[src/rtl/tacq_pkg.sv]
package tacq_pkg;

    typedef enum logic [2:0] {
        MODE_SOFT = 3'd0,
        MODE_POST = 3'd1,
        MODE_PRE  = 3'd2,
        MODE_MID  = 3'd3,
        MODE_DLY  = 3'd4
    } trig_mode_e;

    typedef enum logic [2:0] {
        ST_IDLE,
        ST_PREFILL,
        ST_WAIT,
        ST_DELAY,
        ST_POST
    } acq_state_e;

    // State entered when a run is armed in the given mode
    function automatic acq_state_e arm_target(input logic [2:0] m);
        case (m)
            MODE_SOFT:           return ST_POST;
            MODE_POST, MODE_DLY: return ST_WAIT;
            MODE_PRE, MODE_MID:  return ST_PREFILL;
            default:             return ST_IDLE;
        endcase
    endfunction

    function automatic logic can_rearm(input logic [2:0] m);
        return (m == MODE_POST) || (m == MODE_DLY);
    endfunction

endpackage

[src/rtl/tacq_edge.sv]
module tacq_edge (
    input  logic clk,
    input  logic rst,
    input  logic level,
    output logic rise
);
    logic level_q;

    always_ff @(posedge clk) begin
        if (rst) level_q <= 1'b0;
        else     level_q <= level;
    end

    assign rise = level & ~level_q;
endmodule

[src/rtl/tacq_downcnt.sv]
module tacq_downcnt #(
    parameter int W = 16
) (
    input  logic         clk,
    input  logic         rst,
    input  logic         load,
    input  logic [W-1:0] load_val,
    input  logic         dec,
    output logic         is_zero,
    output logic         is_last
);
    logic [W-1:0] cnt;

    always_ff @(posedge clk) begin
        if (rst)                    cnt <= '0;
        else if (load)              cnt <= load_val;
        else if (dec && cnt != '0)  cnt <= cnt - 1'b1;
    end

    assign is_zero = (cnt == '0);
    assign is_last = (cnt <= W'(1));
endmodule

[src/rtl/tacq_satcnt.sv]
module tacq_satcnt #(
    parameter int W = 16
) (
    input  logic         clk,
    input  logic         rst,
    input  logic         clr,
    input  logic         inc,
    input  logic [W-1:0] limit,
    output logic [W-1:0] cnt
);
    always_ff @(posedge clk) begin
        if (rst || clr)              cnt <= '0;
        else if (inc && cnt < limit) cnt <= cnt + 1'b1;
    end
endmodule

[src/rtl/tacq_ctrl.sv]
module tacq_ctrl
    import tacq_pkg::*;
#(
    parameter int CNT_W = 16,
    parameter int DLY_W = 16
) (
    input  logic             clk,
    input  logic             rst,
    input  logic             acq_en,
    input  logic [2:0]       mode,
    input  logic             retrig_en,
    input  logic [CNT_W-1:0] m_scans,
    input  logic [CNT_W-1:0] n_scans,
    input  logic [DLY_W-1:0] dly_clks,
    input  logic             ext_trig,
    input  logic             scan_done,
    output logic             acq_active,
    output logic             store_en,
    output logic             acq_done,
    output logic [CNT_W-1:0] pre_kept
);
    acq_state_e st, st_nxt;
    logic start, done_nxt;
    logic n_load, n_dec, n_last, n_zero_unused;
    logic d_load, d_dec, d_zero, d_last_unused;
    logic pre_clr, pre_inc;

    tacq_edge u_arm (.clk(clk), .rst(rst), .level(acq_en), .rise(start));

    tacq_downcnt #(.W(CNT_W)) u_ncnt (
        .clk(clk), .rst(rst), .load(n_load), .load_val(n_scans), .dec(n_dec),
        .is_zero(n_zero_unused), .is_last(n_last)
    );

    tacq_downcnt #(.W(DLY_W)) u_dcnt (
        .clk(clk), .rst(rst), .load(d_load), .load_val(dly_clks), .dec(d_dec),
        .is_zero(d_zero), .is_last(d_last_unused)
    );

    tacq_satcnt #(.W(CNT_W)) u_pre (
        .clk(clk), .rst(rst), .clr(pre_clr), .inc(pre_inc), .limit(m_scans), .cnt(pre_kept)
    );

    always_comb begin
        st_nxt   = st;
        n_load   = 1'b0;
        n_dec    = 1'b0;
        d_load   = 1'b0;
        d_dec    = 1'b0;
        pre_clr  = 1'b0;
        pre_inc  = 1'b0;
        done_nxt = 1'b0;
        if (!acq_en) begin
            st_nxt = ST_IDLE;
        end else begin
            case (st)
                ST_IDLE: if (start) begin
                    pre_clr = 1'b1;
                    st_nxt  = arm_target(mode);
                    n_load  = (arm_target(mode) == ST_POST);
                end
                ST_PREFILL: begin
                    pre_inc = scan_done;
                    if (ext_trig) begin
                        if (mode == MODE_MID) begin
                            st_nxt = ST_POST;
                            n_load = 1'b1;
                        end else begin
                            st_nxt   = ST_IDLE;
                            done_nxt = 1'b1;
                        end
                    end
                end
                ST_WAIT: if (ext_trig) begin
                    if (mode == MODE_DLY) begin
                        st_nxt = ST_DELAY;
                        d_load = 1'b1;
                    end else begin
                        st_nxt = ST_POST;
                        n_load = 1'b1;
                    end
                end
                ST_DELAY: begin
                    if (d_zero) begin
                        st_nxt = ST_POST;
                        n_load = 1'b1;
                    end else begin
                        d_dec = 1'b1;
                    end
                end
                ST_POST: if (scan_done) begin
                    n_dec = 1'b1;
                    if (n_last) begin
                        done_nxt = 1'b1;
                        st_nxt   = (retrig_en && can_rearm(mode)) ? ST_WAIT : ST_IDLE;
                    end
                end
                default: st_nxt = ST_IDLE;
            endcase
        end
    end

    always_ff @(posedge clk) begin
        if (rst) begin
            st       <= ST_IDLE;
            acq_done <= 1'b0;
        end else begin
            st       <= st_nxt;
            acq_done <= done_nxt;
        end
    end

    assign acq_active = (st != ST_IDLE);
    assign store_en   = scan_done && (st == ST_PREFILL || st == ST_POST);
endmodule

[config.mk]
export PLATFORM = sky130hd
export DESIGN_NAME = tacq_ctrl
export DESIGN_NICKNAME = d
export VERILOG_FILES = /design/src/rtl/tacq_pkg.sv /design/src/rtl/tacq_edge.sv /design/src/rtl/tacq_downcnt.sv /design/src/rtl/tacq_satcnt.sv /design/src/rtl/tacq_ctrl.sv
export SDC_FILE = /design/constraint.sdc
export NUM_CORES = 1
export LEC_CHECK = 0
export BUFFER_PORTS_ARGS = -buffer_cell sky130_fd_sc_hd__buf_2
export CAP_MARGIN = 20
export CORE_UTILIZATION = 59
export DETAILED_ROUTE_END_ITERATION = 10
export HOLD_SLACK_MARGIN = 0.06
export PLACE_DENSITY = 0.86
export SYNTH_ARGS = -nofsm -noshare
export SYNTH_HDL_FRONTEND = slang
export SYNTH_SLANG_ARGS = --single-unit
[constraint.sdc]
create_clock -name clk -period 3.55 [get_ports clk]
set_input_delay 0.355 -clock clk [delete_from_list [all_inputs] [get_ports clk]]
set_output_delay 0.355 -clock clk [all_outputs]
set_load 0.02 [all_outputs]
==> results.md, run 1 <==
- Crit end category: register
- Hold path startpoint: n_scans[5]
- Worst Tran Pin Value: 0.680 ns
- Nets: 578
- Yosys cell types: 56
- Post-DRT Antenna Nets: 0
- Inst Count DP: roughly 570
- Commonest register cell after synthesis: dfxtp_1
- Max-cap viol count: 0
- Die Width: 78.7 um
- Part of the power in registers: 0.523
- Top sig layer: met4
- Vias: 3523
- Die area: around 6200 um2
- Worst Path Max Fanout: 9
- N_diodes: 0
- Final slew viol count: 0
- Sequential area share after synthesis: 0.306
- Worst R2R Setup Slack: approximately 1.1 ns
- CTS tree: yes
- Min-Delay Path Class: in -> reg
- Postcts setup bufs: 0
- Reg-to-Reg End: u_ncnt.cnt[10]
- Synth top cells by count: dfxtp_1 (53), nor2_1 (41), a21oi_1 (32), inv_1 (25), nand2_1 (25)
- Final WL: around 8.3 mm
- GRT Util Overall: 0.275
- R2R Path Start: u_dcnt.cnt[0]
- Yosys reg bits: 53
- Layout cell share with drive strength beyond 1: 0.194
- Wirelength per Cell: 14.5 um
- Worst hold path depth: 3
- Setup-failing EPs final: 0
- Hold Vio Cnt, Final: 0
- Initial core utilization: 0.622
- Register-to-Register Path Depth: 8
- Row cnt: 27
- Leak Pwr: 1.65 nW
- CTS Buf Count: 5
- Vias in the first global route: 3113
- Post-route non-filler standard cell count: 573
- Initial antenna violation count: 0
- Area share of the largest cell type after synthesis: 0.306
- WL met1: between 3 and 4 mm
- Warnings, synthesis: 0
- Cell with the most instances after synthesis: dfxtp_1
- Clk pwr share: 0.362
- Critical Path AT: 2.66 ns
- Final setup TNS: 0 ns
- Drt pass-1 iters: 5
- Async SR Flop Fraction: 0
- Max frequency: 412 MHz
- Placed inst area: 3880 um2
- Crit Path Category: reg -> reg
- Worst EP required: 3.78 ns
- Clock-pin slew on the worst setup and hold paths: around 0.10 ns
- Synthesized instance count: 435
- Clk root buf: clkbuf_8
- Final Instance Area: 4000 um2
- Power Internal: between 800 and 900 uW
- IO buf count: 75
- Crit start category: register
- Net Sw Frac: 0.249
- Outcome: completed
- Minimum clock period: 2.43 ns
- First-pass GRT wire length: 13.7 mm
- Peak supply drop: approximately 210 uV
- Area Overhead vs Synth: 15.2%
- Resized cells post-CTS: 0
- EDFF count, synth: 0
- GP Congestion: 0.886
- Critical Path Start: u_dcnt.cnt[0]
- 1st-iter DRT viols: 293
- Post-CTS Hold Fix Bufs: 0
- Largest net degree at the start of global routing: 38
- Psw: between 200 and 300 uW
- Vias per std cell: 6.15
- Max Root-Sink Buffers: 2
- # IOs: 76
- Core Region: between 5000 and 6000 um2
- Routed wl met3: 559 um
- Final Core Density: 0.717
- Pwr per Cell Area: between 200 and 300 nW/um2
- Drt drc: 0
- Hold Path Sink: u_ncnt.cnt[5]
- Synth area leaders: dfxtp_1 (31%), ha_1 (7.6%), a21oi_1 (4.6%), nor2_1 (4.4%), a211oi_1 (4.1%)
- Die Ht: 78.7 um
- Avg Cell Area, Syn: approximately 8.0 um2
- Global route total overflow: 0
- Syn Nets: 513
- Comb power frac: 0.115
- Routed met2 length: 3.80 mm
- RSZ-0062 raised after global routing: false
- Dominant cell type by area after synthesis: dfxtp_1
- Clk_skew: between 0.01 and 0.015 ns
- Clock tree sinks: 53
- Final worst path period share: 0.684
- H-tree lvl count: 2
- Synthesized area: 3470 um2
- Final HPWL DP: about 6.0 mm
- Max_slew headroom: 0.547
- Clock Latency Late Sink: 0.31 ns
flip-flops by register name, indices dropped and copies added, names as in the netlist:
name and flops:
u_pre.cnt 16, acq_done 1, st 3, u_ncnt.cnt 16, u_arm.level_q 1, u_dcnt.cnt 16
cell usage in the layout, fill, tap and decap left out, types with 9 or more instances in the layout:
cell type / instances
xnor2_1: 13
inv_1: 25
nor3_1: 15
o31ai_1: 16
nor2b_1: 9
or4_1: 16
dfxtp_1: 53
nand3_1: 21
nor2_1: 41
buf_2: 75
a211oi_1: 19
and3_1: 11
o21ai_0: 9
ha_1: 21
nand2_1: 25
a21oi_1: 32
worst max path at each step:
stage | to | depth (start not counted)
CTS | u_ncnt.cnt[14] | 7
floorplan | u_pre.cnt[0] | 9
finish | u_ncnt.cnt[10] | 8
detailed placement | u_pre.cnt[8] | 10
global route | u_ncnt.cnt[14] | 7
global placement | u_pre.cnt[10] | 10
final cells by class:
| class | instances | area [um2] |
|---|---|---|
| Tap cell | 72 | 90.1 |
| Fill cell | 466 | 1580 |
| Clock inverter | 2 | 38.8 |
| Sequential cell | 53 | 1060 |
| Multi-Input combinational cell | 336 | 2230 |
| Inverter | 25 | 93.8 |
| Clock buffer | 6 | 72.6 |
| Timing Repair Buffer | 79 | 405 |
power groups by stage:
stage | combinational (mW) | clock (mW) | sequential, mW
floorplan | 0.0816 | 0 | 0.618
global placement | 0.127 | 0 | 0.620
detailed placement | 0.131 | 0 | 0.621
CTS | 0.132 | 0.424 | 0.607
global route | 0.148 | 0.448 | 0.608
finish | 0.133 | 0.420 | 0.607
critical path: stages, from the launching register on:
cell and delay [ns]:
dfxtp_1 0.36, inv_1 0.09, ha_1 0.14, or3b_2 0.50, nor3_1 0.19, and2_1 0.31, a22o_1 0.43, nand2_1 0.12
a31oi_1 0.21
cells by family (layout without fill, tap and decap cells):
family                   count (synthesis)  in the layout  share of synthesized area
AND/OR/NAND/NOR                        180            180                      0.289
flip-flops                              53             53                      0.306
adder cells (fa/ha/maj)                 21             21                     0.0758
multiplexers                             2              2                    0.00577
buffers and inverters                   46            112                     0.0512
XOR/XNOR                                20             20                     0.0505
AO/OA/AOI/OAI                          113            113                      0.221
per-stage QoR:
stage,setup slack (ns),total power [mW],hold WS (ns)
after floorplan,1.25,0.700,0.461
after global placement,1.22,0.748,0.476
after detailed placement,1.14,0.752,0.484
after CTS,1.16,1.16,0.293
after global routing,0.899,1.20,0.298
final,1.12,1.16,0.297
per-layer routing:
metal / global-route usage / up-vias
li1: - / 1763
met3: 0.0419 / 8
met5: 0 / -
met4: 0.0815 / 0
met2: 0.455 / 129
met1: 0.366 / 1623
Note: power is estimated with default switching activity, not from simulation.
==> run 2: changes to the inputs <==
--- a/config.mk
+++ b/config.mk
@@ -5,12 +5,13 @@
 export SDC_FILE = /design/constraint.sdc
 export NUM_CORES = 1
 export LEC_CHECK = 0
+export ABC_AREA = 1
 export BUFFER_PORTS_ARGS = -buffer_cell sky130_fd_sc_hd__buf_2
 export CAP_MARGIN = 20
-export CORE_UTILIZATION = 59
+export CORE_UTILIZATION = 57
 export DETAILED_ROUTE_END_ITERATION = 10
 export HOLD_SLACK_MARGIN = 0.06
-export PLACE_DENSITY = 0.86
+export PLACE_DENSITY = 0.82
 export SYNTH_ARGS = -nofsm -noshare
 export SYNTH_HDL_FRONTEND = slang
 export SYNTH_SLANG_ARGS = --single-unit
==> constraint.sdc (replaced) <==
create_clock -name clk -period 2.25 [get_ports clk]
set_input_delay 0.225 -clock clk [delete_from_list [all_inputs] [get_ports clk]]
set_output_delay 0.225 -clock clk [all_outputs]
set_load 0.02 [all_outputs]
==> run 2 against run 1 <==
Net effect: fmax up 20%; die area up 21%; worst setup slack worse by 0.90 ns; worst hold slack worse by 0.17 ns; combinational power up 120%; critical path type unchanged; critical endpoint is now u_dcnt.cnt[14]; largest cell class unchanged.
==> results.md, run 2 <==
- Outcome: completed (unchanged)
- Vias: 4309 (was 3523)
- Clk_skew: 0.00747 ns (was 0.0104 ns)
- Synth area leaders: dfxtp_1 (26%), nand2_1 (14%), nor2_1 (8.6%), ha_1 (6.5%), inv_1 (6.1%) (was dfxtp_1 (31%), ha_1 (7.6%), a21oi_1 (4.6%), nor2_1 (4.4%), a211oi_1 (4.1%))
- Drt pass-1 iters: 4 (was 5)
- Crit Path Category: reg -> reg (unchanged)
- Commonest register cell after synthesis: dfxtp_1 (unchanged)
- Clock tree sinks: 53 (unchanged)
- Peak supply drop: 223 uV (was 206 uV)
- Worst Path Max Fanout: 17 (was 9)
- Filler cells: 651 (was 466)
- Final setup TNS: 0 ns (unchanged)
- Max Root-Sink Buffers: 2 (unchanged)
- Vias per std cell: 5.40 (was 6.15)
- Sequential area share after synthesis: 0.261 (was 0.306)
- Worst hold path depth: 3 (unchanged)
- RSZ-0062 raised after global routing: false (unchanged)
- Max-cap viol count: 0 (unchanged)
- Global route total overflow: 0 (unchanged)
- Yosys cell types: 40 (was 56)
- Row cnt: 30 (was 27)
- 1st-iter DRT viols: 186 (was 293)
- Largest net degree at the start of global routing: 21 (was 38)
- Largest family of logic cells by synthesized area: simple AND/OR/NAND/NOR gates (unchanged)
- Die Ht: 86.4 um (was 78.7 um)
- Synth Area in Compound Gates: 0.134 (was 0.221)
- Avg Cell Area, Syn: 6.40 um2 (was 7.97 um2)
- Hold path startpoint: n_scans[0] (was n_scans[5])
- Synth top cells by count: nand2_1 (146), nor2_1 (93), inv_1 (66), dfxtp_1 (53), a21oi_1 (47) (was dfxtp_1 (53), nor2_1 (41), a21oi_1 (32), inv_1 (25), nand2_1 (25))
- EDFF count, synth: 0 (unchanged)
- Wirelength per Cell: 12.8 um (was 14.5 um)
- Clk root buf: clkbuf_8 (unchanged)
- Warnings, synthesis: 0 (unchanged)
- Max_slew headroom: 0.652 (was 0.547)
- Commonest non-fill, non-tap cell in the layout: nand2_1 (was buf_2)
- Setup-failing EPs final: 0 (unchanged)
- Most frequent cells in the layout: nand2_1 (146), nor2_1 (93), buf_2 (75), inv_1 (66), dfxtp_1 (53) (was buf_2 (75), dfxtp_1 (53), nor2_1 (41), a21oi_1 (32))
- Vias in the first global route: 3768 (was 3113)
- Min-Delay Path Class: in -> reg (unchanged)
- GP Congestion: 0.915 (was 0.886)
- Dominant cell type by area after synthesis: dfxtp_1 (unchanged)
- Syn Nets: 712 (was 513)
- Drt drc: 0 (unchanged)
- Post-CTS Hold Fix Bufs: 0 (unchanged)
- Simple-gate share of the synthesized area: 0.386 (was 0.289)
- Worst R2R Setup Slack: 0.23 ns (was 1.12 ns)
- Core Region: 6830 um2 (was 5570 um2)
- Post-DRT Antenna Nets: 0 (unchanged)
- Final WL: 10.2 mm (was 8.28 mm)
- Top flop regs: u_dcnt.cnt: 16 flops, u_ncnt.cnt: 16 flops, u_pre.cnt: 16 flops (unchanged)
- Pwr per Cell Area: 409 nW/um2 (was 291 nW/um2)
- Post-Synth XOR/XNOR Area: 0.0518 (was 0.0505)
- Hold Vio Cnt, Final: 0 (unchanged)
- Final Core Density: 0.666 (was 0.717)
- Worst EP required: 2.50 ns (was 3.78 ns)
- Postcts setup bufs: 0 (unchanged)
- Crit end category: register (unchanged)
- Area Overhead vs Synth: 12.2% (was 15.2%)
- Synthesized instance count: 634 (was 435)
- Resized cells post-CTS: 0 (unchanged)
- Hold Path Sink: u_ncnt.cnt[0] (was u_ncnt.cnt[5])
- Final slew viol count: 0 (unchanged)
- Reg-to-Reg End: u_dcnt.cnt[14] (was u_ncnt.cnt[10])
- Die Width: 86.4 um (was 78.7 um)
- Register-to-Register Path Depth: 9 (was 8)
- R2R Path Start: st[0] (was u_dcnt.cnt[0])
- Multiplexer share of the synthesized area: 0 (was 0.00577)
- N_diodes: 0 (unchanged)
- Final HPWL DP: 7.67 mm (was 6.01 mm)
- Clock Latency Late Sink: 0.32 ns (was 0.31 ns)
- Final worst path period share: 0.899 (was 0.684)
- Cell with the most instances after synthesis: nand2_1 (was dfxtp_1)
- Synth Area in Adders: 0.0647 (was 0.0758)
- # IOs: 76 (unchanged)
- Async SR Flop Fraction: 0 (unchanged)
- Critical Path AT: 2.27 ns (was 2.66 ns)
- Yosys reg bits: 53 (unchanged)
- Synthesized area: 4060 um2 (was 3470 um2)
- CTS tree: yes (unchanged)
- CTS Buf Count: 5 (unchanged)
- Die area: 7460 um2 (was 6190 um2)
- Crit start category: register (unchanged)
- GRT Util Overall: 0.280 (was 0.275)
- Layout cell share with drive strength beyond 1: 0.175 (was 0.194)
- H-tree lvl count: 2 (unchanged)
- Nets: 779 (was 578)
- Max frequency: 494 MHz (was 412 MHz)
- Leak Pwr: 2.23 nW (was 1.65 nW)
- Clock-pin slew on the worst setup and hold paths: 0.10 ns (about the same)
- Minimum clock period: 2.02 ns (was 2.43 ns)
- Initial core utilization: 0.594 (was 0.622)
- Area share of the largest cell type after synthesis: 0.261 (was 0.306)
- First-pass GRT wire length: 16.8 mm (was 13.7 mm)
- Worst Tran Pin Value: 0.522 ns (was 0.680 ns)
- Placed inst area: 4450 um2 (was 3880 um2)
- Initial antenna violation count: 0 (unchanged)
- IO buf count: 75 (unchanged)
- Final Instance Area: 4550 um2 (was 4000 um2)
[run 2: per-layer routing]
layer / wire length (um) / GRT usage / vias to the layer above
met5: 0 / 0 / -
met3: 527 / 0.0381 / 18
met1: 4430 / 0.353 / 1964
met4: 189 / 0.0955 / 0
met2: 5090 / 0.491 / 132
li1: - / - / 2195
[run 2: worst max-delay path: stages, from the launching register on]
cell and delay (ns):
dfxtp_1 0.38, nor2_1 0.13, nand2_1 0.13, nor2_4 0.17, nand3_2 0.29, nand2_4 0.31
inv_2 0.17, nor2_1 0.14, o21ai_0 0.10, a21oi_1 0.13
[run 2: kinds of logic after synthesis]
kind of cell,after synthesis
simple gates,343
buf+inv,93
compound gates,100
fa+ha+maj,21
xor+xnor,24
flops,53
[run 2: worst max-delay path by stage]
stage	startpoint	endpoint	slack, ns	cells past startpoint
finish	st[0]	u_dcnt.cnt[14]	0.23	9
floorplan	u_pre.cnt[9]	u_pre.cnt[12]	0.37	8
global placement	st[0]	u_dcnt.cnt[14]	0.38	9
global route	st[0]	u_dcnt.cnt[14]	0.02	9
detailed placement	st[0]	u_dcnt.cnt[14]	0.31	9
CTS	st[0]	u_dcnt.cnt[14]	0.27	9
[run 2: stage by stage]
step | worst slack (ns) | power, mW | hold slack (ns) | cells
CTS | 0.267 | 1.87 | 0.122 | 798
global placement | 0.383 | 1.26 | 0.452 | 790
global route | 0.0189 | 1.95 | 0.128 | 798
floorplan | 0.369 | 1.18 | 0.360 | 634
finish | 0.227 | 1.86 | 0.124 | 798
detailed placement | 0.309 | 1.27 | 0.455 | 790
[run 2: area by class of cell]
| class | instances | area (um2) | area share |
|---|---|---|---|
| multi-input cells | 488 | 2580 | 0.567 |
| flip-flops and latches | 53 | 1060 | 0.233 |
| repair buffers | 80 | 413 | 0.0907 |
| inverters | 73 | 274 | 0.0602 |
| well taps | 96 | 120 | 0.0264 |
| clock buffers | 7 | 96.3 | 0.0212 |
| clock inverters | 1 | 5.00 | 0.00110 |
[run 2: where the power goes]
part           switching, mW  internal, mW
logic                  0.179         0.118
clock network          0.327         0.279
registers             0.0113         0.948
==> run 3: changes to the inputs <==
--- a/config.mk
+++ b/config.mk
@@ -12,6 +12,7 @@
 export DETAILED_ROUTE_END_ITERATION = 10
 export HOLD_SLACK_MARGIN = 0.06
 export PLACE_DENSITY = 0.82
+export REMOVE_ABC_BUFFERS = 1
 export SYNTH_ARGS = -nofsm -noshare
 export SYNTH_HDL_FRONTEND = slang
 export SYNTH_SLANG_ARGS = --single-unit
==> run 3 against run 2 <==
Net effect: die area is the same; via count grew 0.49%; power grew 0.77%; critical path depth is the same; clock power grew 2%; combinational power is essentially flat; largest cell class unchanged; largest power group unchanged.
==> results.md, run 3 (same netlist as run 2, synthesis figures left out) <==
- Vias per std cell: 5.40 (about the same)
- Initial antenna violation count: 0 (unchanged)
- Reg-to-Reg End: u_pre.cnt[7] (was u_dcnt.cnt[14])
- Clk pwr share: 0.331 (was 0.325)
- Max frequency: 536 MHz (was 494 MHz)
- Max_slew headroom: 0.633 (was 0.652)
- Setup-failing EPs final: 0 (unchanged)
- Critical Path AT: 2.05 ns (was 2.27 ns)
- H-tree lvl count: 2 (unchanged)
- Vias: 4330 (was 4309)
- Die Width: 86.4 um (unchanged)
- GR met3 Demand/Resource: 0.0410 (was 0.0381)
- Minimum clock period: 1.86 ns (was 2.02 ns)
- Register-to-Register Path Depth: 9 (unchanged)
- RSZ-0062 raised after global routing: false (unchanged)
- Net Sw Frac: 0.283 (was 0.278)
- Pwr per Cell Area: 409 nW/um2 (about the same)
- CTS Buf Count: 5 (unchanged)
- Leak Pwr: 2.25 nW (was 2.23 nW)
- Post-DRT Antenna Nets: 0 (unchanged)
- First-pass GRT wire length: 17.0 mm (was 16.8 mm)
- Max Root-Sink Buffers: 2 (unchanged)
- Clk_skew: 0.00705 ns (was 0.00747 ns)
- Outcome: completed (unchanged)
- Drt drc: 0 (unchanged)
- Final worst path period share: 0.829 (was 0.899)
- Crit Path Category: reg -> reg (unchanged)
- Worst hold slack: 0.139 ns (was 0.124 ns)
- Die area: 7460 um2 (unchanged)
- Power Internal: 1.35 mW (was 1.34 mW)
- Min-Delay Path Class: in -> reg (unchanged)
- Hold Vio Cnt, Final: 0 (unchanged)
- Crit end category: register (unchanged)
- Met1 Use GR: 0.344 (was 0.353)
- Nets: 783 (was 779)
- Final setup TNS: 0 ns (unchanged)
- GRT Util Overall: 0.281 (was 0.280)
- Clk root buf: clkbuf_8 (unchanged)
- Row cnt: 30 (unchanged)
- Global route total overflow: 0 (unchanged)
- Die Ht: 86.4 um (unchanged)
- Met2 Use GR: 0.512 (was 0.491)
- Reg area: 1060 um2 (unchanged)
- Post-route non-filler standard cell count: 802 (was 798)
- Resized cells post-CTS: 0 (unchanged)
- GP Congestion: 0.911 (was 0.915)
- Crit start category: register (unchanged)
- Hold path startpoint: n_scans[0] (unchanged)
- Final slew viol count: 0 (unchanged)
- Initial core utilization: 0.594 (unchanged)
- Filler cells: 630 (was 651)
- IO buf count: 75 (unchanged)
- Largest net degree at the start of global routing: 21 (unchanged)
- Area Overhead vs Synth: 12.9% (was 12.2%)
- Commonest non-fill, non-tap cell in the layout: nand2_1 (unchanged)
- Post-CTS Hold Fix Bufs: 0 (unchanged)
- Layout cell share with drive strength beyond 1: 0.180 (was 0.175)
- Worst EP required: 2.43 ns (was 2.50 ns)
- Final WL: 10.1 mm (was 10.2 mm)
- Max-cap viol count: 0 (unchanged)
- # IOs: 76 (unchanged)
- 1st-iter DRT viols: 199 (was 186)
- Worst hold path depth: 3 (unchanged)
- Wirelength per Cell: 12.6 um (was 12.8 um)
- Drt pass-1 iters: 5 (was 4)
- Hold Path Sink: u_ncnt.cnt[0] (unchanged)
- Top Usage Layer GRT: met2 (unchanged)
- Vias in the first global route: 3956 (was 3768)
- Core Region: 6830 um2 (unchanged)
- Clock tree sinks: 53 (unchanged)
- CTS tree: yes (unchanged)
- Final Core Density: 0.671 (was 0.666)
- R2R Path Start: u_pre.cnt[5] (was st[0])
- Peak supply drop: 297 uV (was 223 uV)
- Part of the power in registers: 0.511 (was 0.515)
- Most frequent cells in the layout: nand2_1 (146), nor2_1 (93), buf_2 (75), inv_1 (66), dfxtp_1 (53) (unchanged)
- Clock Latency Late Sink: 0.31 ns (was 0.32 ns)
- Postcts setup bufs: 0 (unchanged)
- Psw: 531 uW (was 517 uW)
- Inst Count DP: 794 (was 790)
- Clock-pin slew on the worst setup and hold paths: 0.10 ns (about the same)
- Worst Tran Pin Value: 0.550 ns (was 0.522 ns)
- Worst Path Max Fanout: 16 (was 17)
- Multi-input gate area: 2580 um2 (unchanged)
- Comb power frac: 0.158 (was 0.160)
- Final HPWL DP: 7.64 mm (was 7.67 mm)
- Top flop regs: u_dcnt.cnt: 16 flops, u_ncnt.cnt: 16 flops, u_pre.cnt: 16 flops (unchanged)
- N_diodes: 0 (unchanged)
- Worst R2R Setup Slack: 0.39 ns (was 0.23 ns)
run 3: worst max-delay path by stage:
stage                  startpoint              to  slack (ns)
finish               u_pre.cnt[5]    u_pre.cnt[7]        0.39
global placement    u_dcnt.cnt[8]  u_dcnt.cnt[13]        0.47
floorplan            u_pre.cnt[9]    u_pre.cnt[0]        0.17
CTS                  u_pre.cnt[5]    u_pre.cnt[7]        0.39
detailed placement   u_pre.cnt[5]    u_pre.cnt[7]        0.40
global route        u_dcnt.cnt[8]  u_dcnt.cnt[15]        0.20
run 3: cell type report:
class	instances	share of cell area
Clock inverter	1	0.00109
Multi-Input combinational cell	488	0.564
Inverter	73	0.0598
Tap cell	96	0.0262
Sequential cell	53	0.232
Clock buffer	7	0.0210
Timing Repair Buffer	84	0.0966
run 3: stage by stage:
step	power, mW	setup slack (ns)	instance area [um2]
floorplan	1.17	0.168	3920
global placement	1.26	0.468	4480
detailed placement	1.27	0.399	4480
CTS	1.88	0.386	4580
global route	1.96	0.205	4580
finish	1.88	0.385	4580
run 3: per-layer routing:
layer  vias to the layer above  part of all wire
met5                         -                 0
met4                         0             0.013
met3                        12             0.057
met2                       148              0.49
met1                      1972              0.44
li1                       2198                 -
run 3: critical path, cell delays in order, from the launching register on:
cell and delay, ns:
dfxtp_1 0.45, ha_1 0.29, a21oi_1 0.13, nor2_1 0.05, nor3_1 0.12, nand2_1 0.09
nand2_2 0.07, nand3_2 0.28, nand2_1 0.17, a21oi_1 0.08
run 3: power by group through the flow:
stage	clock, mW	sequential [mW]	combinational [mW]
after floorplan	0	0.978	0.187
after global placement	0	0.980	0.284
after detailed placement	0	0.980	0.293
after CTS	0.621	0.959	0.295
after global routing	0.661	0.961	0.334
final	0.620	0.959	0.297
